`config.mk`:
```
export PLATFORM = sky130hd
export DESIGN_NAME = lin_mode_ctrl
export DESIGN_NICKNAME = d
export VERILOG_FILES = /design/src/rtl/lin_mode_pkg.sv /design/src/rtl/lin_sync.sv /design/src/rtl/lin_mode_fsm.sv /design/src/rtl/lin_hold_timer.sv /design/src/rtl/lin_mode_ctrl.sv
export SDC_FILE = /design/constraint.sdc
export NUM_CORES = 1
export LEC_CHECK = 0
export BUFFER_PORTS_ARGS = -buffer_cell sky130_fd_sc_hd__buf_2
export CORE_MARGIN = 2
export CORE_UTILIZATION = 35
export DETAILED_ROUTE_END_ITERATION = 7
export GPL_TIMING_DRIVEN = 1
export SLEW_MARGIN = 20
export SYNTH_ARGS = -nofsm -noshare
export SYNTH_HDL_FRONTEND = slang
export SYNTH_SLANG_ARGS = --single-unit
```
`constraint.sdc`:
```
create_clock -name clk -period 2.6 [get_ports clk]
set_clock_uncertainty 0.15 [all_clocks]
set_input_delay 0.39 -clock clk [delete_from_list [all_inputs] [get_ports clk]]
set_output_delay 0.39 -clock clk [all_outputs]
set_load 0.02 [all_outputs]
```
`src/rtl/lin_mode_pkg.sv`:
```
package lin_mode_pkg;
   typedef enum logic [2:0] {
      MODE_OFF    = 3'd0,
      MODE_SAFE   = 3'd1,
      MODE_NORMAL = 3'd2,
      MODE_SILENT = 3'd3,
      MODE_SLEEP  = 3'd4
   } lin_mode_e;
endpackage

```
`src/rtl/lin_sync.sv`:
```
// Multi-bit, multi-stage synchronizer for independent asynchronous flags.
module lin_sync #(
   parameter int          WIDTH   = 1,
   parameter int          STAGES  = 2,
   parameter logic [WIDTH-1:0] RST_VAL = '0
) (
   input  logic             clk,
   input  logic             rst_n,
   input  logic [WIDTH-1:0] d_i,
   output logic [WIDTH-1:0] q_o
);
   generate
      if (STAGES < 2) begin : g_bad_stages
         $error("lin_sync: STAGES must be at least 2");
      end
      if (WIDTH < 1) begin : g_bad_width
         $error("lin_sync: WIDTH must be at least 1");
      end
   endgenerate

   logic [STAGES-1:0][WIDTH-1:0] pipe;

   generate
      for (genvar s = 0; s < STAGES; s++) begin : g_stage
         if (s == 0) begin : g_first
            always_ff @(posedge clk or negedge rst_n) begin
               if (!rst_n) pipe[s] <= RST_VAL;
               else        pipe[s] <= d_i;
            end
         end else begin : g_next
            always_ff @(posedge clk or negedge rst_n) begin
               if (!rst_n) pipe[s] <= RST_VAL;
               else        pipe[s] <= pipe[s-1];
            end
         end
      end
   endgenerate

   assign q_o = pipe[STAGES-1];
endmodule

```
`src/rtl/lin_mode_fsm.sv`:
```
// Mode state machine working on synchronized flags.
module lin_mode_fsm
   import lin_mode_pkg::*;
(
   input  logic      clk,
   input  logic      rst_n,
   input  logic      sup_s,
   input  logic      en_s,
   input  logic      txd_s,
   input  logic      uv_s,
   input  logic      wake_s,
   output lin_mode_e mode_o
);
   lin_mode_e mode_q, mode_d;
   logic      en_q;
   logic      en_fall;

   always_ff @(posedge clk or negedge rst_n) begin
      if (!rst_n) en_q <= 1'b0;
      else        en_q <= en_s;
   end

   assign en_fall = en_q & ~en_s;

   always_comb begin
      mode_d = mode_q;
      if (!sup_s) begin
         mode_d = MODE_OFF;
      end else begin
         unique case (mode_q)
            MODE_OFF:    mode_d = MODE_SAFE;
            MODE_SAFE:   if (en_s && !uv_s) mode_d = MODE_NORMAL;
            MODE_NORMAL: begin
               if (uv_s)         mode_d = MODE_SAFE;
               else if (en_fall) mode_d = txd_s ? MODE_SILENT : MODE_SLEEP;
            end
            MODE_SILENT: begin
               if (uv_s)        mode_d = MODE_SAFE;
               else if (en_s)   mode_d = MODE_NORMAL;
               else if (wake_s) mode_d = MODE_SAFE;
            end
            MODE_SLEEP: begin
               if (en_s)        mode_d = MODE_NORMAL;
               else if (wake_s) mode_d = MODE_SAFE;
            end
            default:     mode_d = MODE_OFF;
         endcase
      end
   end

   always_ff @(posedge clk or negedge rst_n) begin
      if (!rst_n) mode_q <= MODE_OFF;
      else        mode_q <= mode_d;
   end

   assign mode_o = mode_q;

   assert_powerup_R1: assert property (@(posedge clk) disable iff (!rst_n)
      (mode_q == MODE_OFF && sup_s) |=> (mode_q == MODE_SAFE));

   assert_silent_entry_R3: assert property (@(posedge clk) disable iff (!rst_n)
      (mode_q == MODE_NORMAL && sup_s && !uv_s && en_fall && txd_s) |=> (mode_q == MODE_SILENT));

   assert_sleep_entry_R4: assert property (@(posedge clk) disable iff (!rst_n)
      (mode_q == MODE_NORMAL && sup_s && !uv_s && en_fall && !txd_s) |=> (mode_q == MODE_SLEEP));

   assert_uv_fallback_R5: assert property (@(posedge clk) disable iff (!rst_n)
      ((mode_q == MODE_NORMAL || mode_q == MODE_SILENT) && sup_s && uv_s) |=> (mode_q == MODE_SAFE));

   assert_supply_loss_R6: assert property (@(posedge clk) disable iff (!rst_n)
      !sup_s |=> (mode_q == MODE_OFF));
endmodule

```
`src/rtl/lin_hold_timer.sv`:
```
// Reset hold-off: keeps reset low while held and for HOLD_TICKS after release.
module lin_hold_timer #(
   parameter int HOLD_TICKS = 32
) (
   input  logic clk,
   input  logic rst_n,
   input  logic hold_i,
   output logic res_n_o
);
   generate
      if (HOLD_TICKS < 0) begin : g_bad_hold
         $error("lin_hold_timer: HOLD_TICKS must not be negative");
      end

      if (HOLD_TICKS == 0) begin : g_no_timer
         assign res_n_o = ~hold_i;
      end else begin : g_timer
         localparam int CW = $clog2(HOLD_TICKS + 1);
         localparam logic [CW-1:0] LOAD = CW'(HOLD_TICKS);
         logic [CW-1:0] cnt_q;

         always_ff @(posedge clk or negedge rst_n) begin
            if (!rst_n)              cnt_q <= LOAD;
            else if (hold_i)         cnt_q <= LOAD;
            else if (cnt_q != '0)    cnt_q <= cnt_q - 1'b1;
         end

         assign res_n_o = (cnt_q == '0) && !hold_i;

         assert_hold_low_R9: assert property (@(posedge clk) disable iff (!rst_n)
            hold_i |=> !res_n_o);
      end
   endgenerate
endmodule

```
`src/rtl/lin_mode_ctrl.sv`:
```
// Top: LIN transceiver operating-mode controller.
module lin_mode_ctrl
   import lin_mode_pkg::*;
#(
   parameter int TICKS_PER_MS = 8,
   parameter int HOLD_MS      = 4,
   parameter int SYNC_STAGES  = 2
) (
   input  logic       clk,
   input  logic       rst_n,
   input  logic       en_i,
   input  logic       txd_i,
   input  logic       supply_ok_i,
   input  logic       vcc_uv_i,
   input  logic       wake_i,
   output logic [2:0] mode_o,
   output logic       reg_en_o,
   output logic       tx_en_o,
   output logic       term_en_o,
   output logic       res_n_o
);
   localparam int HOLD_TICKS = TICKS_PER_MS * HOLD_MS;
   localparam int N_IN       = 5;
   // Bit order: {wake, uv, supply, txd, en}; txd resets recessive.
   localparam logic [N_IN-1:0] SYNC_RST = 5'b00010;

   generate
      if (TICKS_PER_MS < 1) begin : g_bad_tick
         $error("lin_mode_ctrl: TICKS_PER_MS must be at least 1");
      end
   endgenerate

   logic [N_IN-1:0] raw, synced;
   lin_mode_e       mode;
   logic            hold;

   assign raw = {wake_i, vcc_uv_i, supply_ok_i, txd_i, en_i};

   lin_sync #(
      .WIDTH  (N_IN),
      .STAGES (SYNC_STAGES),
      .RST_VAL(SYNC_RST)
   ) u_sync (
      .clk  (clk),
      .rst_n(rst_n),
      .d_i  (raw),
      .q_o  (synced)
   );

   lin_mode_fsm u_fsm (
      .clk   (clk),
      .rst_n (rst_n),
      .sup_s (synced[2]),
      .en_s  (synced[0]),
      .txd_s (synced[1]),
      .uv_s  (synced[3]),
      .wake_s(synced[4]),
      .mode_o(mode)
   );

   assign hold = synced[3] | (mode == MODE_OFF);

   lin_hold_timer #(
      .HOLD_TICKS(HOLD_TICKS)
   ) u_hold (
      .clk    (clk),
      .rst_n  (rst_n),
      .hold_i (hold),
      .res_n_o(res_n_o)
   );

   assign mode_o    = mode;
   assign reg_en_o  = (mode != MODE_SLEEP) && (mode != MODE_OFF);
   assign tx_en_o   = (mode == MODE_NORMAL);
   assign term_en_o = (mode == MODE_NORMAL) || (mode == MODE_SAFE);
endmodule

```
Word-level counts from Yosys, hierarchy flattened
Index checks and enable logic that the tools add are counted.
{ "op_classes": {"addsub": 1, "n_eq_ne": 7, "n_mux": 11, "bitwise": 3, "reduce_logical": 12} }
{ "op_table": {"columns": ["cell", "count"], "rows": [
  ["3-bit 2-to-1 mux", 8],
  ["3-bit case mux with 5 select lines", 1],
  ["6-bit 2-to-1 mux", 2],
  ["3-bit by 2-bit == test with 1-bit output (second input constant)", 2],
  ["6-bit logical NOT", 1],
  ["6-bit nonzero test", 1],
  ["6-bit by 1-bit subtractor with 6-bit output (second input constant)", 1],
  ["4-bit by 2-bit != test with 1-bit output (second input constant)", 1],
  ["3-bit by 1-bit == test with 1-bit output (second input constant)", 1],
  ["3-bit == test (second input constant)", 1],
  ["1-bit logical AND", 3],
  ["3-bit logical NOT", 1],
  ["3-bit by 2-bit != test with 1-bit output (second input constant)", 1],
  ["3-bit != test (second input constant)", 1],
  ["3-bit nonzero test", 1],
  ["1-bit logical NOT", 2],
  ["2-bit AND reduction", 1],
  ["2-bit nonzero test", 1],
  ["1-bit AND", 1],
  ["1-bit logical OR", 1],
  ["1-bit inverter", 1],
  ["1-bit OR", 1]
]} }
{ "word_totals": {"register_bits": 20, "out_inout_bits": 7, "wordCells": 39} }

Logic depth before layout (Yosys ltp)
{ "logic_depth": {"ltp_word": 6, "depth_mapped": 7} }

Hierarchy
A second synthesis with hierarchy kept.
{ "hier_totals": {"hier_cells": 88, "area_unflattened_um2": 957.2} }
{ "by_module_without_submodules": {"columns": ["module", "n_inst", "cells_per_inst", "area_each_um2"], "rows": [
  ["lin_hold_timer", 1, 34, 336.6],
  ["lin_mode_fsm", 1, 33, 292.8],
  ["lin_sync", 1, 15, 290.3],
  ["lin_mode_ctrl", 1, 6, 37.5]
]} }

Worst setup path after synthesis
OpenSTA, ideal clock, no wires.
{ "synth_timing": {"kind": "flip-flop to output port", "startpoint": "register u_hold.g_timer.cnt_q[0]", "endpoint": "output res_n_o", "arrival_ps": 1526, "path_slack_ps": 534, "path_stages_with_launch": 7, "n_path_buf": 1, "cell_sequence": "dfrtp_1 > inv_1 > ha_1 > nand2b_4 > or4_1 > clkbuf_2 > nor2_1"} }
{ "synth_between": {"elab_chain_cells": 2} }
{ "synth_lines": {"columns": ["element", "line_no", "text"], "rows": [
  ["from (decl)", "lin_hold_timer.sv:20", "logic [CW-1:0] cnt_q;"],
  ["from (signal assigned)", "lin_hold_timer.sv:25", "else if (cnt_q != '0) cnt_q <= cnt_q - 1'b1;"],
  ["6-bit logical NOT", "lin_hold_timer.sv:28", "assign res_n_o = (cnt_q == '0) && !hold_i;"],
  ["1-bit logical AND", "lin_hold_timer.sv:28", null],
  ["to (decl)", "lin_mode_ctrl.sv:20", "output logic res_n_o"]
]} }
Every way passes these cells.

Worst setup path after layout
Ends and elaborated chain as after synthesis.

==> impl_results.md <==
- Max Root-Sink Buffers: 2
- Sequential area share after synthesis: 0.562
- CTS H-tree lvls: 1
- Placeable core region: 2450 um^2
- Kind of end point of the critical path: primary output
- Max-slew violation count: 0
- Clock period minus worst slack: 2.42 ns
- Count of state elements after synthesis: 20
- TNS Setup: 0 ns
- WP data arrival: 1.88 ns
- Max-cap violation count: 0
- Crit-path cells: inv_1, ha_1, nand2b_4, or4_1, nor2_1, buf_2
- Register area: 504 um^2
- Setup Buffers After CTS: 0
- Worst VDD drop: 0.000417 V
- RSZ-0062 raised after global routing: false
- Die footprint: 2980 um^2
- CTS Root Cell: clkbuf_4
- ANT cells: 0
- Sink Count: 20
- Worst-margin pin slew: 0.427 ns
- CP Buf/Inv Count: 2
- Status: finished clean
- Worst min path class: in2reg
- Layout net count: 106
- GRT Total Usage: 0.111
- CP max stage cell: or4_1
- Via count: 609
- Starting density of the core: 0.365
- Fmax: 413 MHz
- Slowest cell delay on critical path: 0.53 ns
- Critical path type: reg2out
- Top Ports: 14
- Footprint of the multi-input gates: 363 um^2
- P_leak: 0.457 nW
- Syn Nets: 90
- Post-route ant nets: 0
- Drt wl/cell: 10.8 um
- DR pass1 iterations: 3
- Most frequent cells in the layout: dfrtp_1 (17), buf_2 (13), nor2_1 (8)
- Die height: 54.6 um
- Initial DRC count: 2
- GPL Wtd Cong: 0.772
- Slew margin rel.: 0.715
- Post-CTS sizing: 0
- Power Dens Cells: 1080 nW/um^2
- Row count: 18
- Fin. Hold Viols: 0
- Delay-heaviest family, CP: simple AND/OR/NAND/NOR gates
- Fin crit share: 0.932
- Final setup fails: 0
- Final Cell Area: 1030 um^2
- Worst reg2reg setup slack: 0.80 ns
- Largest net degree at the start of global routing: 21
- Number of global-route vias before repair: 546
- Number of port buffers: 13
- Vias per cell: 4.80
- Yosys synthesis warning count: 0
- Drt total wl: 1370 um
- CTS buffer count: 3
- Yosys cell types: 34
- Filler Cells Inserted: 244
- Commonest non-fill, non-tap cell in the layout: dfrtp_1
- Critical path required time: 2.06 ns
- Layout overhead on the synthesized area: 14.9%
- Grt ovf: 0
- Worst-path clk slew: 0.11 ns
- Post-Syn Area: 897 um^2
- Initial antenna violation count: 0
- Post-Synthesis Cells: 82
- Share of cells above drive strength 1: 0.268
- CTS tree: done
- Post-CTS Hold Buffers: 1
- First-pass GRT wire length: 2310 um
- Final HPWL DP: 979 um
- Die X: 54.6 um
- Worst-skew pair later-pin latency: 0.30 ns
- Synthesized area per cell: 10.9 um^2
- CP startpoint kind: flip-flop
- CP max FO: 6
- Placed Area: 985 um^2
- # DRC: 0
flip-flops by register name, summed over array words and instances (netlist names):
register,count
u_sync.pipe,5
u_fsm.mode_o,3
u_hold.g_timer.cnt_q,6
u_fsm.en_q,1
u_sync.q_o,5
Yosys cell counts, drive strengths merged:
cell     instances  area (um^2)
dfrtp           17          425
nor2             8         30.0
nand2b           7         51.3
a21oi            6         30.0
nand2            5         18.8
inv              4         15.0
o21ai            4         20.0
dfstp            3         78.8
nor2b            3         18.8
buf              2         10.0
nor3b            2         20.0
or2b             2         15.0
or3              2         17.5
a211oi           1         12.5
a21o             1         8.76
a22oi            1         7.51
a2bb2oi          1         8.76
a31oi            1         6.26
a32o             1         10.0
a32oi            1         8.76
clkbuf           1         5.00
ha               1         12.5
nand4            1         6.26
nor4bb           1         10.0
o211ai           1         7.51
o21a             1         7.51
o32ai            1         8.76
or4              1         7.51
or4b             1         10.0
xnor2            1         8.76
worst register-to-register path: stages, from the launching register on:
cell	delay, ns
dfrtp_1	0.42
inv_1	0.06
ha_1	0.20
nand2b_4	0.07
or4_1	0.53
xnor2_1	0.21
nor2_1	0.06
per-stage QoR:
step | setup WS, ns | util | hold WS, ns | instances | power, mW
6_report | 0.177 | 0.420 | 0.0312 | 127 | 1.12
5_1_grt | 0.0578 | 0.420 | 0.00689 | 127 | 1.22
4_1_cts | 0.150 | 0.420 | 0.0175 | 127 | 1.13
3_5_place_dp | 0.511 | 0.401 | 0.185 | 122 | 0.950
3_3_place_gp | 0.548 | 0.401 | 0.183 | 122 | 0.946
2_1_floorplan | 0.534 | - | -0.0556 | 82 | 0.850
path summary, 6_finish.rpt:
check	to	cells after the start	start
worst max-delay path	res_n_o	6	u_hold.g_timer.cnt_q[0]$_DFFE_PN0N_
worst min-delay path	u_sync.pipe[1]$_DFF_PN1_	1	txd_i
worst max register to register	u_hold.g_timer.cnt_q[0]$_DFFE_PN0N_	6	u_hold.g_timer.cnt_q[0]$_DFFE_PN0N_
worst min register to register	u_sync.q_o[4]$_DFF_PN0_	0	u_sync.pipe[4]$_DFF_PN0_
max in group asynchronous	u_sync.q_o[1]$_DFF_PN1_	2	rst_n
min in group asynchronous	u_sync.pipe[3]$_DFF_PN0_	2	rst_n
routing by layer:
layer  global-route usage  vias to the layer above  share of wire  wire length, um
met2                0.165                       11           0.43              588
met5                    0                        -              0                0
met4               0.0875                        0          0.031               42
met3              0.00820                        4          0.029               40
met1                0.149                      278           0.51              698
li1                     -                      316              -                -
area by class of cell:
class,count,area share
Clock buffer,4,0.0352
Inverter,4,0.0146
Multi-Input combinational cell,55,0.352
Sequential cell,20,0.489
Tap cell,30,0.0364
Timing Repair Buffer,14,0.0728
kinds of logic (layout without fill, tap and decap cells):
logic type / Yosys count / in the layout / share of synthesized area
AO/OA/AOI/OAI: 20 / 20 / 0.152
adder cells (fa/ha/maj): 1 / 1 / 0.0139
buffers and inverters: 7 / 22 / 0.0335
flip-flops: 20 / 20 / 0.562
AND/OR/NAND/NOR: 33 / 33 / 0.229
XOR/XNOR: 1 / 1 / 0.00976
power breakdown:
part / internal (mW) / total, mW / switching [mW]
Combinational: 0.232 / 0.485 / 0.252
Clock: 0.0855 / 0.177 / 0.0917
Sequential: 0.381 / 0.457 / 0.0755
Power figures use the tool's default switching activity.
